[src/rtl/rx_pkg.sv]
package rx_pkg;
  localparam int INSN_W = 32;
  localparam int REG_W  = 5;

  localparam logic [6:0] OPC_LUI      = 7'b0110111;
  localparam logic [6:0] OPC_AUIPC    = 7'b0010111;
  localparam logic [6:0] OPC_SYSTEM   = 7'b1110011;
  localparam logic [6:0] OPC_MISCMEM  = 7'b0001111;
  localparam logic [6:0] OPC_AMO      = 7'b0101111;
  localparam logic [6:0] OPC_OP       = 7'b0110011;
  localparam logic [6:0] OPC_OP32     = 7'b0111011;
  localparam logic [6:0] OPC_OPFP     = 7'b1010011;
  localparam logic [6:0] OPC_OPIMM    = 7'b0010011;
  localparam logic [6:0] OPC_OPIMM32  = 7'b0011011;
  localparam logic [6:0] OPC_LOAD     = 7'b0000011;
  localparam logic [6:0] OPC_LOADFP   = 7'b0000111;
  localparam logic [6:0] OPC_JALR     = 7'b1100111;
  localparam logic [6:0] OPC_STORE    = 7'b0100011;
  localparam logic [6:0] OPC_STOREFP  = 7'b0100111;
  localparam logic [6:0] OPC_BRANCH   = 7'b1100011;
  localparam logic [6:0] OPC_JAL      = 7'b1101111;
  localparam logic [6:0] OPC_FMADD    = 7'b1000011;
  localparam logic [6:0] OPC_FMSUB    = 7'b1000111;
  localparam logic [6:0] OPC_FNMSUB   = 7'b1001011;
  localparam logic [6:0] OPC_FNMADD   = 7'b1001111;

  localparam logic [4:0] AMO_F5_LR = 5'b00010;
  localparam logic [4:0] AMO_F5_SC = 5'b00011;

  // Classification of one instruction: scalar pass-through plus field usage
  typedef struct packed {
    logic scalar;
    logic useRd;
    logic useRs1;
    logic useRs2;
    logic useRs3;
  } insnClass_t;

  // Strobes from control to datapath
  typedef struct packed {
    logic load;
    logic advance;
  } ctrlStrobe_t;

  function automatic logic [REG_W-1:0] bumpReg(input logic [REG_W-1:0] base,
                                                input logic [REG_W-1:0] step);
    return (base == '0) ? '0 : base + step;
  endfunction
endpackage

[src/rtl/rx_classify.sv]
module rx_classify
  import rx_pkg::*;
(
  input  logic [INSN_W-1:0] insn,
  output insnClass_t        cls
);
  logic [6:0] opcode;
  logic [4:0] funct5;
  logic       wide;

  assign opcode = insn[6:0];
  assign funct5 = insn[31:27];
  assign wide   = (insn[1:0] == 2'b11);

  always_comb begin
    cls = '0;
    if (!wide) begin
      cls.scalar = 1'b1;
    end else begin
      unique case (opcode)
        OPC_LUI, OPC_AUIPC, OPC_SYSTEM, OPC_MISCMEM: cls.scalar = 1'b1;
        OPC_AMO: begin
          if (funct5 == AMO_F5_LR || funct5 == AMO_F5_SC) begin
            cls.scalar = 1'b1;
          end else begin
            cls.useRd  = 1'b1;
            cls.useRs1 = 1'b1;
            cls.useRs2 = 1'b1;
          end
        end
        OPC_OP, OPC_OP32, OPC_OPFP: begin
          cls.useRd  = 1'b1;
          cls.useRs1 = 1'b1;
          cls.useRs2 = 1'b1;
        end
        OPC_OPIMM, OPC_OPIMM32, OPC_LOAD, OPC_LOADFP, OPC_JALR: begin
          cls.useRd  = 1'b1;
          cls.useRs1 = 1'b1;
        end
        OPC_STORE, OPC_STOREFP, OPC_BRANCH: begin
          cls.useRs1 = 1'b1;
          cls.useRs2 = 1'b1;
        end
        OPC_JAL: cls.useRd = 1'b1;
        OPC_FMADD, OPC_FMSUB, OPC_FNMSUB, OPC_FNMADD: begin
          cls.useRd  = 1'b1;
          cls.useRs1 = 1'b1;
          cls.useRs2 = 1'b1;
          cls.useRs3 = 1'b1;
        end
        default: cls = '0;
      endcase
    end
  end
endmodule

[src/rtl/rx_datapath.sv]
module rx_datapath
  import rx_pkg::*;
#(
  parameter int MAX_LEN = 8,
  parameter int LEN_W   = $clog2(MAX_LEN + 1)
) (
  input  logic               clk,
  input  logic               rstN,
  input  ctrlStrobe_t        strobe,
  input  logic [INSN_W-1:0]  inInsn,
  input  logic [LEN_W-1:0]   cfgLen,
  input  logic [MAX_LEN-1:0] cfgMask,
  input  logic               cfgInvert,
  output logic               anyEnabled,
  output logic               lastElem,
  output logic [INSN_W-1:0]  outInsn
);
  localparam int IDX_W = (MAX_LEN > 1) ? $clog2(MAX_LEN) : 1;

  insnClass_t         inCls;
  insnClass_t         heldCls;
  logic [INSN_W-1:0]  heldInsn;
  logic [MAX_LEN-1:0] pend;
  logic [MAX_LEN-1:0] lenMask;
  logic [MAX_LEN-1:0] effMask;
  logic [MAX_LEN-1:0] loadMask;
  logic [LEN_W-1:0]   clampLen;
  logic [IDX_W-1:0]   curIdx;
  logic [REG_W-1:0]   step;

  rx_classify i_classify (
    .insn (inInsn),
    .cls  (inCls)
  );

  // Length limited to 1..MAX_LEN
  always_comb begin
    if (cfgLen == '0)                     clampLen = LEN_W'(1);
    else if (cfgLen > LEN_W'(MAX_LEN))    clampLen = LEN_W'(MAX_LEN);
    else                                  clampLen = cfgLen;
  end

  for (genvar g = 0; g < MAX_LEN; g++) begin : g_lenMask
    assign lenMask[g] = (LEN_W'(g) < clampLen);
  end

  assign effMask    = (cfgInvert ? ~cfgMask : cfgMask) & lenMask;
  assign loadMask   = inCls.scalar ? MAX_LEN'(1) : effMask;
  assign anyEnabled = |loadMask;

  always_ff @(posedge clk) begin
    if (!rstN) begin
      heldInsn <= '0;
      heldCls  <= '0;
      pend     <= '0;
    end else if (strobe.load) begin
      heldInsn <= inInsn;
      heldCls  <= inCls;
      pend     <= loadMask;
    end else if (strobe.advance) begin
      pend     <= pend & (pend - MAX_LEN'(1));
    end
  end

  // Lowest pending element is the one on the output
  always_comb begin
    curIdx = '0;
    for (int k = MAX_LEN - 1; k >= 0; k--) begin
      if (pend[k]) curIdx = IDX_W'(k);
    end
  end

  assign lastElem = ((pend & (pend - MAX_LEN'(1))) == '0);
  assign step     = REG_W'(curIdx);

  always_comb begin
    outInsn = heldInsn;
    if (heldCls.useRd)  outInsn[11:7]  = bumpReg(heldInsn[11:7],  step);
    if (heldCls.useRs1) outInsn[19:15] = bumpReg(heldInsn[19:15], step);
    if (heldCls.useRs2) outInsn[24:20] = bumpReg(heldInsn[24:20], step);
    if (heldCls.useRs3) outInsn[31:27] = bumpReg(heldInsn[31:27], step);
  end
endmodule

[src/rtl/rx_control.sv]
module rx_control
  import rx_pkg::*;
(
  input  logic        clk,
  input  logic        rstN,
  input  logic        inValid,
  input  logic        outReady,
  input  logic        anyEnabled,
  input  logic        lastElem,
  output logic        inReady,
  output logic        outValid,
  output ctrlStrobe_t strobe
);
  typedef enum logic {ST_IDLE, ST_EMIT} state_t;
  state_t state, stateNext;

  assign inReady        = (state == ST_IDLE);
  assign outValid       = (state == ST_EMIT);
  assign strobe.load    = inValid && inReady;
  assign strobe.advance = outValid && outReady;

  always_comb begin
    stateNext = state;
    unique case (state)
      ST_IDLE: if (strobe.load && anyEnabled) stateNext = ST_EMIT;
      ST_EMIT: if (strobe.advance && lastElem) stateNext = ST_IDLE;
      default: stateNext = ST_IDLE;
    endcase
  end

  always_ff @(posedge clk) begin
    if (!rstN) state <= ST_IDLE;
    else       state <= stateNext;
  end
endmodule

[src/rtl/repeat_expander.sv]
module repeat_expander
  import rx_pkg::*;
#(
  parameter int MAX_LEN = 8,
  parameter int LEN_W   = $clog2(MAX_LEN + 1)
) (
  input  logic               clk,
  input  logic               rstN,
  input  logic               inValid,
  output logic               inReady,
  input  logic [31:0]        inInsn,
  input  logic [LEN_W-1:0]   cfgLen,
  input  logic [MAX_LEN-1:0] cfgMask,
  input  logic               cfgInvert,
  output logic               outValid,
  input  logic               outReady,
  output logic [31:0]        outInsn
);
  ctrlStrobe_t strobe;
  logic        anyEnabled;
  logic        lastElem;

  rx_control i_control (
    .clk        (clk),
    .rstN       (rstN),
    .inValid    (inValid),
    .outReady   (outReady),
    .anyEnabled (anyEnabled),
    .lastElem   (lastElem),
    .inReady    (inReady),
    .outValid   (outValid),
    .strobe     (strobe)
  );

  rx_datapath #(
    .MAX_LEN (MAX_LEN),
    .LEN_W   (LEN_W)
  ) i_datapath (
    .clk        (clk),
    .rstN       (rstN),
    .strobe     (strobe),
    .inInsn     (inInsn),
    .cfgLen     (cfgLen),
    .cfgMask    (cfgMask),
    .cfgInvert  (cfgInvert),
    .anyEnabled (anyEnabled),
    .lastElem   (lastElem),
    .outInsn    (outInsn)
  );
endmodule

[config.mk]
export PLATFORM = sky130hd
export DESIGN_NAME = repeat_expander
export DESIGN_NICKNAME = d
export VERILOG_FILES = /design/src/rtl/rx_pkg.sv /design/src/rtl/rx_classify.sv /design/src/rtl/rx_datapath.sv /design/src/rtl/rx_control.sv /design/src/rtl/repeat_expander.sv
export SDC_FILE = /design/constraint.sdc
export NUM_CORES = 1
export LEC_CHECK = 0
export ABC_AREA = 1
export BUFFER_PORTS_ARGS = -buffer_cell sky130_fd_sc_hd__buf_2
export CAP_MARGIN = 5
export CORE_ASPECT_RATIO = 0.8
export CORE_UTILIZATION = 40
export DETAILED_ROUTE_END_ITERATION = 6
export SYNTH_ARGS = -nofsm -noshare
export SYNTH_HDL_FRONTEND = slang
export SYNTH_SLANG_ARGS = --single-unit
[constraint.sdc]
create_clock -name clk -period 4.6 [get_ports clk]
set_clock_uncertainty 0.05 [all_clocks]
set_input_delay 0.46 -clock clk [delete_from_list [all_inputs] [get_ports clk]]
set_output_delay 0.46 -clock clk [all_outputs]
set_load 0.05 [all_outputs]
==> out/qor.json, run 1 <==
{
  "cts.sinks": {"value": 45},
  "timing.final.crit_share": {"value": 0.6661},
  "synth.cell_area": {"value": 3143, "unit": "um^2"},
  "drcViolationCount": {"value": 0},
  "sw_frac_of_total": {"value": 0.3896},
  "worst-slew-pin-transition": {"value": 613.7, "unit": "ps"},
  "chipWidth": {"value": 101.1, "unit": "um"},
  "clk_path_buf_depth": {"value": 2},
  "synth.top_cells.by_area": {"value": "sky130_fd_sc_hd__dfxtp_1, sky130_fd_sc_hd__nand2_1, sky130_fd_sc_hd__o21ai_0, sky130_fd_sc_hd__nor2_1, sky130_fd_sc_hd__inv_1"},
  "report.final.hold_viol_count": {"value": 0},
  "multi_input_logic_area": {"value": 1819, "unit": "um^2"},
  "grt_pass1_wl": {"value": 13.49, "unit": "mm"},
  "synth.lib_cells_used.distinct": {"value": 33},
  "cts_root_buffer": {"value": "sky130_fd_sc_hd__clkbuf_8"},
  "floorplan.die.height": {"value": 81.29, "unit": "um"},
  "status": {"value": "completed"},
  "ant_nets": {"value": 0},
  "drt-wirelength-per-cell": {"value": 11.63, "unit": "um"},
  "final_total_pwr": {"value": 1074, "unit": "uW"},
  "totalNegativeSetupSlack": {"value": 0, "unit": "ps"},
  "grt_max_degree": {"value": 52},
  "dpl.hpwl": {"value": 5.894, "unit": "mm"},
  "design.final.nets": {"value": 629},
  "signal_arrival_time_at_the_worst_endpoint": {"value": 2550, "unit": "ps"},
  "sequentialPowerShare": {"value": 0.413},
  "place_congestion": {"value": 0.8987},
  "insertion_delay_of_the_later_clocked_pin_in_the_worst_skew_pair": {"value": 290, "unit": "ps"},
  "tritoncts_clock_tree": {"value": "built"},
  "die-area": {"value": 8218, "unit": "um^2"},
  "syn_to_final_growth": {"value": 15.37, "unit": "%"},
  "grt-ovfl-total": {"value": 0},
  "power_density": {"value": 296.1, "unit": "nW/um^2"},
  "async_flop_share": {"value": 0},
  "cts.repair.resized": {"value": 0},
  "drt_iter0_markers": {"value": 138},
  "worst_ir_drop_vdd": {"value": 0.0001582, "unit": "V"},
  "grt_pass1_vias": {"value": 3015},
  "synth.most_common_cell": {"value": "sky130_fd_sc_hd__nand2_1"},
  "fin_area": {"value": 3626, "unit": "um^2"},
  "path_max_fanout": {"value": 4},
  "synth-main-ff-cell": {"value": "sky130_fd_sc_hd__dfxtp_1"},
  "ios": {"value": 83},
  "yosys.area.top_type": {"value": "sky130_fd_sc_hd__dfxtp_1"},
  "synth.yosys.seq_area_share": {"value": 0.2866},
  "clk_transition_reported_paths": {"value": 90, "unit": "ps"},
  "finalSetupViolCount": {"value": 0},
  "grt_usage": {"value": 0.2051},
  "cts_hold_repair.buffers": {"value": 0},
  "fillCellCount": {"value": 821},
  "worst-endpoint-required": {"value": 4090, "unit": "ps"},
  "worst_setup_path_start_kind": {"value": "register"},
  "worstRegToRegCells": {"value": 9},
  "grt.met2_usage": {"value": 0.3449},
  "synthesis.nets": {"value": 568},
  "grt-busiest-layer": {"value": "met2"},
  "power_leakage": {"value": 0.001817, "unit": "uW"},
  "intPower": {"value": 655.4, "unit": "uW"},
  "number_of_detailed_route_iterations_in_the_first_pass": {"value": 4},
  "antenna_violations_before_repair": {"value": 0},
  "netlist_top_cells_count": {"value": "sky130_fd_sc_hd__nand2_1, sky130_fd_sc_hd__nor2_1, sky130_fd_sc_hd__inv_1"},
  "worst_min_delay_path_category": {"value": "in -> reg"},
  "antenna-diode-count": {"value": 0},
  "coreArea": {"value": 7497, "unit": "um^2"},
  "worstSetupPathType": {"value": "reg -> out"},
  "synth_enable_flop_cells": {"value": 0},
  "synthDominantCellAreaShare": {"value": 0.2866},
  "worst-r2r-setup-slack": {"value": 2490, "unit": "ps"},
  "netlist_instances": {"value": 507},
  "wl": {"value": 7.836, "unit": "mm"},
  "setup_repair_after_global_routing_missed_its_margin": {"value": "no"},
  "maxCapViolCount": {"value": 0},
  "clock_tree.htree_level_count": {"value": 2},
  "slew_viol_final": {"value": 0},
  "io_buffers": {"value": 82},
  "starting_density_of_the_core": {"value": 0.4192},
  "seqCellArea": {"value": 900.9, "unit": "um^2"},
  "holdPathStages": {"value": 3},
  "placed_cells": {"value": 666},
  "slew_headroom": {"value": 0.5903},
  "yosysWarnings": {"value": 0},
  "critical_path.endpoint_type": {"value": "primary output"},
  "achievable-frequency": {"value": 326.4, "unit": "MHz"},
  "final.min_clock_period": {"value": 3064, "unit": "ps"},
  "synth.avg_cell_area": {"value": 6.199, "unit": "um^2"},
  "number_of_buffers_created_by_cts": {"value": 5},
  "ys_seq_elements": {"value": 45},
  "vias_per_cell": {"value": 4.844},
  "post_cts_buffers": {"value": 0},
  "power.net_switching": {"value": 418.3, "unit": "uW"},
  "fraction_of_final_layout_cells_with_drive_strength_greater_than_1": {"value": 0.2144},
  "clock_power_share": {"value": 0.254},
  "power.share.combinational": {"value": 0.333},
  "cell_area_after_placement": {"value": 3525, "unit": "um^2"},
  "rows": {"value": 28},
  "met3_usage": {"value": 0.03701},
  "globalRouteMet1Util": {"value": 0.2774},
  "routed_vias": {"value": 3265},
  "finish.cell_count_without_fillers": {"value": 674}
}
layout by cell type (no fill, tap or decap), types with 2 or more instances in the layout:
master | netlist | routed
sky130_fd_sc_hd__o22ai_1 | 2 | 2
sky130_fd_sc_hd__xnor2_1 | 2 | 2
sky130_fd_sc_hd__dfxtp_1 | 45 | 45
sky130_fd_sc_hd__inv_2 | 6 | 6
sky130_fd_sc_hd__o21ai_0 | 51 | 51
sky130_fd_sc_hd__ha_1 | 12 | 12
sky130_fd_sc_hd__o211ai_1 | 4 | 4
sky130_fd_sc_hd__inv_1 | 62 | 62
sky130_fd_sc_hd__a21oi_2 | 4 | 4
sky130_fd_sc_hd__or2_2 | 2 | 2
sky130_fd_sc_hd__nor2_1 | 66 | 66
sky130_fd_sc_hd__nand3_1 | 45 | 45
sky130_fd_sc_hd__buf_2 | 5 | 82
sky130_fd_sc_hd__clkbuf_8 | 0 | 7
sky130_fd_sc_hd__nand4_1 | 5 | 5
sky130_fd_sc_hd__nand2_1 | 95 | 95
sky130_fd_sc_hd__nor3_1 | 5 | 5
sky130_fd_sc_hd__nor2_2 | 3 | 3
sky130_fd_sc_hd__a21oi_1 | 45 | 45
sky130_fd_sc_hd__nand2_2 | 13 | 13
logic make-up (layout without fill, tap and decap cells):
kind of cell	count (synthesis)	in the layout	share of synthesized area
fa+ha+maj	12	12	0.04777
flops	45	45	0.2866
compound gates	111	111	0.1915
buf+inv	97	159	0.1346
simple gates	239	239	0.3312
xor+xnor	3	3	0.008361
cell type report:
class,count,share of cell area
clock buffers,7,0.02657
clock inverters,1,0.001380
inverters,68,0.07039
multi-input cells,365,0.5017
flip-flops and latches,45,0.2484
well taps,105,0.03623
repair buffers,83,0.1153
layer usage:
layer / part of all wire / vias to the layer above
met5: 0 / -
met4: 0.0046 / 0
met3: 0.039 / 4
met2: 0.44 / 71
met1: 0.52 / 1426
li1: - / 1764
stage by stage:
step | util | hold WS, ps | worst slack, ps
2_1_floorplan | - | 395.7 | 1587
3_3_place_gp | 0.4701 | 409.2 | 1895
5_1_grt | 0.4836 | 372.4 | 1243
6_report | 0.4836 | 371.1 | 1536
3_5_place_dp | 0.4701 | 423.0 | 1882
4_1_cts | 0.4836 | 358.3 | 1538
worst max-delay path, stage by stage, from the launching register on:
cell and delay (ps):
sky130_fd_sc_hd__dfxtp_1 330, sky130_fd_sc_hd__inv_1 100, sky130_fd_sc_hd__a21oi_1 70, sky130_fd_sc_hd__o21ai_0 150, sky130_fd_sc_hd__a21oi_1 80, sky130_fd_sc_hd__nor2_1 350
sky130_fd_sc_hd__ha_1 260, sky130_fd_sc_hd__ha_1 150, sky130_fd_sc_hd__inv_1 40, sky130_fd_sc_hd__nand2_2 80, sky130_fd_sc_hd__nand2_2 50, sky130_fd_sc_hd__a21oi_2 130
sky130_fd_sc_hd__nand2_1 60, sky130_fd_sc_hd__nand2_1 60, sky130_fd_sc_hd__nand2_1 40, sky130_fd_sc_hd__inv_1 50, sky130_fd_sc_hd__buf_2 250
worst paths after layout:
kind | startpoint | endpoint
max | i_datapath.pend[6]$_SDFFE_PN0P_ | outInsn[19]
min | inInsn[14] | i_datapath.heldInsn[14]$_SDFFE_PN0P_
max reg2reg | i_control.outValid$_SDFF_PN0_ | i_datapath.pend[4]$_SDFFE_PN0P_
min reg2reg | i_datapath.heldInsn[0]$_SDFFE_PN0P_ | i_datapath.heldInsn[0]$_SDFFE_PN0P_
flip-flops by register name (all words and copies together), names as in the netlist:
register,flops
i_control.outValid,1
i_datapath.heldInsn,32
i_datapath.pend,8
i_datapath.heldCls,4
power by group through the flow:
stage,combinational [uW],clock [uW],sequential [uW]
CTS,359,285,444
global route,398,303,449
global placement,356,0,452
finish,357,273,444
detailed placement,358,0,453
floorplan,282,0,448
No activity file was read; power rests on OpenSTA's default activity.
==> run 2: changes to the inputs <==
- ABC_AREA: 1 -> 0
- PLACE_DENSITY: not set -> 0.66
- clock period: 4.6 -> 2.45 ns (I/O delays scaled with it)
==> run 2 against run 1 <==
Compared with the run above:
- the run now ends with negative setup slack left
- synthesized cell count shrank 16%
- combinational power grew 150%
- largest power group is now combinational logic
- flip-flop and latch count is the same
- wire length grew 17%
- final cell count shrank 9.3%
- cell area grew 20%
- total power grew 120%
- non-clock buffer count grew 25
==> out/qor.json, run 2 <==
{
  "syn_to_final_growth": {"value": 35.21, "unit": "%"},
  "synth.most_common_cell": {"value": "sky130_fd_sc_hd__nand2_1"},
  "setup_repair_after_global_routing_missed_its_margin": {"value": "yes"},
  "wl": {"value": 9.190, "unit": "mm", "change": "+17%"},
  "regToRegEndpoint": {"value": "i_datapath.pend[6]$_SDFFE_PN0P_"},
  "floorplan.die.height": {"value": 82.07, "unit": "um", "change": "+0.97%"},
  "critical_path.startpoint": {"value": "i_datapath.pend[6]$_SDFFE_PN0P_"},
  "die-area": {"value": 8378, "unit": "um^2", "change": "+1.9%"},
  "synthDominantCellAreaShare": {"value": 0.2810, "change": "-0.005594"},
  "holdPathStages": {"value": 3, "change": "unchanged"},
  "hold_end": {"value": "i_datapath.heldInsn[17]$_SDFFE_PN0P_"},
  "synth.cell_area": {"value": 3206, "unit": "um^2", "change": "+2.0%"},
  "chipWidth": {"value": 102.1, "unit": "um", "change": "+0.97%"},
  "ys_seq_elements": {"value": 45, "change": "unchanged"},
  "violations_in_the_final_reports": {"value": "negative setup slack"},
  "final.min_clock_period": {"value": 2614, "unit": "ps"},
  "largest_register_ffs": {"value": 32, "change": "unchanged"},
  "synth.lib_cells_used.distinct": {"value": 49, "change": "+48%"},
  "signal_arrival_time_at_the_worst_endpoint": {"value": 2320, "unit": "ps", "change": "-230 ps"},
  "coreArea": {"value": 7567, "unit": "um^2", "change": "+0.93%"},
  "finalSetupViolCount": {"value": 11, "change": "+11"},
  "design.final.nets": {"value": 566, "change": "-10%"},
  "hold_start": {"value": "inInsn[17]"},
  "async_flop_share": {"value": 0, "change": "unchanged"},
  "largest_registers": {"value": "i_datapath.heldInsn x32, i_datapath.pend x8, i_datapath.heldCls x4"},
  "power_density": {"value": 556.1, "unit": "nW/um^2", "change": "+88%"},
  "number_of_detailed_route_iterations_in_the_first_pass": {"value": 5, "change": "+1"},
  "grt_max_degree": {"value": 44, "change": "-15%"},
  "antenna_violations_before_repair": {"value": 0, "change": "unchanged"},
  "power_leakage": {"value": 0.001724, "unit": "uW", "change": "-5.2%"},
  "final_total_pwr": {"value": 2410, "unit": "uW", "change": "+120%"},
  "achievable-frequency": {"value": 382.6, "unit": "MHz"},
  "dpl.hpwl": {"value": 6.298, "unit": "mm", "change": "+6.8%"},
  "synth.yosys.seq_area_share": {"value": 0.2810, "change": "-0.005594"},
  "slew_viol_final": {"value": 0, "change": "unchanged"},
  "fin_ws": {"value": -163.7, "unit": "ps", "change": "-1700 ps"},
  "routed_vias": {"value": 3362, "change": "+3.0%"},
  "cts_hold_repair.buffers": {"value": 0, "change": "unchanged"},
  "synth.top_cells.by_area": {"value": "sky130_fd_sc_hd__dfxtp_1, sky130_fd_sc_hd__nand2_1, sky130_fd_sc_hd__a21boi_0, sky130_fd_sc_hd__ha_1, sky130_fd_sc_hd__xnor2_1"},
  "vias_per_cell": {"value": 5.502, "change": "+14%"},
  "clock_tree.htree_level_count": {"value": 2, "change": "unchanged"},
  "cts.sinks": {"value": 45, "change": "unchanged"},
  "place_congestion": {"value": 0.8609, "change": "-4.2%"},
  "worst_setup_path_start_kind": {"value": "register"},
  "hold-worst-slack": {"value": 127.6, "unit": "ps", "change": "-243.5 ps"},
  "slew_headroom": {"value": 0.6419, "change": "+0.05166"},
  "critical_path.n_buffers_inverters": {"value": 3, "change": "-1"},
  "grt-ovfl-total": {"value": 0, "change": "unchanged"},
  "timing.final.crit_share": {"value": 1.067},
  "post-route-util": {"value": 0.5728, "change": "+0.08911"},
  "yosys.area.top_type": {"value": "sky130_fd_sc_hd__dfxtp_1"},
  "totalNegativeSetupSlack": {"value": -1329, "unit": "ps", "change": "-1329 ps"},
  "critical-path-max-stage-delay": {"value": 370, "unit": "ps", "change": "+20 ps"},
  "drt-wirelength-per-cell": {"value": 15.04, "unit": "um", "change": "+29%"},
  "r2r_path_start": {"value": "i_datapath.pend[3]$_SDFFE_PN0P_"},
  "grt_pass1_vias": {"value": 3109, "change": "+3.1%"},
  "path_max_fanout": {"value": 3, "change": "-1"},
  "drcViolationCount": {"value": 0, "change": "unchanged"},
  "maxCapViolCount": {"value": 0, "change": "unchanged"},
  "crit_family": {"value": "compound AO/OA/AOI/OAI gates"},
  "grt_pass1_wl": {"value": 14.28, "unit": "mm", "change": "+5.8%"},
  "report.final.hold_viol_count": {"value": 0, "change": "unchanged"},
  "drt_iter0_markers": {"value": 173, "change": "+25%"},
  "worst-r2r-setup-slack": {"value": 680, "unit": "ps", "change": "-1810 ps"},
  "worst_min_delay_path_category": {"value": "in -> reg"},
  "worstSetupPathType": {"value": "reg -> out"},
  "worst-endpoint-required": {"value": 2150, "unit": "ps", "change": "-1940 ps"},
  "grt_usage": {"value": 0.2165, "change": "+0.01145"},
  "yosysWarnings": {"value": 0, "change": "unchanged"},
  "register_ranked_first_by_flip_flop_count": {"value": "i_datapath.heldInsn"},
  "crit_path_top_delay_cell": {"value": "sky130_fd_sc_hd__dfxtp_2"},
  "worstRegToRegCells": {"value": 6, "change": "-3"},
  "rows": {"value": 28, "change": "unchanged"},
  "insertion_delay_of_the_later_clocked_pin_in_the_worst_skew_pair": {"value": 300, "unit": "ps", "change": "about the same"},
  "fraction_of_final_layout_cells_with_drive_strength_greater_than_1": {"value": 0.3340, "change": "+0.1196"},
  "most_common_cell_after_layout_fill_and_taps_aside": {"value": "sky130_fd_sc_hd__nand2_1"},
  "synthesis.nets": {"value": 487, "change": "-14%"},
  "netlist_top_cells_count": {"value": "sky130_fd_sc_hd__nand2_1, sky130_fd_sc_hd__dfxtp_1, sky130_fd_sc_hd__a21boi_0"},
  "cts_root_buffer": {"value": "sky130_fd_sc_hd__clkbuf_8"},
  "ios": {"value": 83, "change": "unchanged"},
  "synth-main-ff-cell": {"value": "sky130_fd_sc_hd__dfxtp_1"},
  "ant_nets": {"value": 0, "change": "unchanged"},
  "synth_enable_flop_cells": {"value": 0, "change": "unchanged"},
  "antenna-diode-count": {"value": 0, "change": "unchanged"},
  "placement.setup.worst_slack": {"value": -71.12, "unit": "ps", "change": "-1953 ps"},
  "synth.avg_cell_area": {"value": 7.525, "unit": "um^2", "change": "+21%"},
  "netlist_instances": {"value": 426, "change": "-16%"},
  "critical_path.endpoint_type": {"value": "primary output"},
  "worst_ir_drop_vdd": {"value": 0.0003175, "unit": "V", "change": "+100%"},
  "clk_path_buf_depth": {"value": 2, "change": "unchanged"},
  "cp_cell_sequence": {"value": "inv_2 > a21oi_2 > o21bai_1 > a21oi_2 > nor2_4 > buf_6 > ha_4 > ha_4 > a31oi_4 > xnor2_2 > a22o_2 > buf_6"},
  "tritoncts_clock_tree": {"value": "built"},
  "final_cell_mix": {"value": "sky130_fd_sc_hd__nand2_1, sky130_fd_sc_hd__buf_2, sky130_fd_sc_hd__a21boi_0, sky130_fd_sc_hd__dfxtp_1, sky130_fd_sc_hd__buf_4"},
  "status": {"value": "finished with violations"},
  "clk_transition_reported_paths": {"value": 90, "unit": "ps", "change": "about the same"},
  "worst-slew-pin-transition": {"value": 537.1, "unit": "ps", "change": "-76.59 ps"},
  "number_of_buffers_created_by_cts": {"value": 5, "change": "unchanged"},
  "starting_density_of_the_core": {"value": 0.4236, "change": "+0.004385"},
  "io_buffers": {"value": 82, "change": "unchanged"}
}
-- run 2: report_power, final --
part | total [uW] | internal (uW) | leakage, uW | switching (uW)
clock | 678 | 405 | 0.0000681 | 272
combinational | 878 | 332 | 0.00128 | 546
sequential | 854 | 782 | 0.000372 | 72.0
total | 2410 | 1520 | 0.00172 | 891
-- run 2: cell families after synthesis --
logic type                 Yosys count  synth area share
DFF                                 45            0.2810
buffers and inverters               55           0.08041
xor gates and xnor gates            16           0.04371
AOI/OAI and AO/OA                  126            0.2849
muxes                                3          0.009368
adders and majority gates           12           0.04684
and+or+nand+nor                    169            0.2537
-- run 2: what timing repair did --
item                                    4_1_cts  5_1_grt
resized for setup                            67       30
pin swaps                                    15       12
setup buffers                                 3        2
endpoints found under the setup margin       14       15
-- run 2: through the flow --
step	std cells	cell area, um^2
after floorplan	426	3226
after global placement	598	3741
after detailed placement	598	3741
after CTS	609	4189
after global routing	611	4334
final	611	4334
-- run 2: worst max path at each step --
| stage | slack [ps] | endpoint | cells after the start |
|---|---|---|---|
| floorplan | 10 | outInsn[24] | 8 |
| global route | -310 | outInsn[11] | 12 |
| detailed placement | -70 | outInsn[17] | 12 |
| CTS | -130 | outInsn[24] | 11 |
| finish | -160 | outInsn[17] | 12 |
| global placement | -60 | outInsn[17] | 12 |
-- run 2: final cells by class --
cell class,count,area (um^2)
multi-input cells,326,2357
clock inverters,3,65.06
inverters,19,71.32
well taps,105,131.4
flip-flops and latches,45,910.9
clock buffers,5,68.82
fillers,667,3233
repair buffers,108,729.5
-- run 2: worst reg2reg max path, cell delays in order (launching register included) --
cell and delay, ps:
sky130_fd_sc_hd__dfxtp_1 370, sky130_fd_sc_hd__nor2_4 170, sky130_fd_sc_hd__buf_4 150, sky130_fd_sc_hd__nand4_1 160
sky130_fd_sc_hd__or3_2 460, sky130_fd_sc_hd__a32oi_1 220, sky130_fd_sc_hd__nor2b_1 70
-- run 2: layer usage --
layer	vias up	GRT usage	routed length (um)
li1	1666	-	-
met1	1558	0.2772	4151
met2	119	0.3698	4430
met3	19	0.03915	443
met4	0	0.06714	164
met5	-	0	0
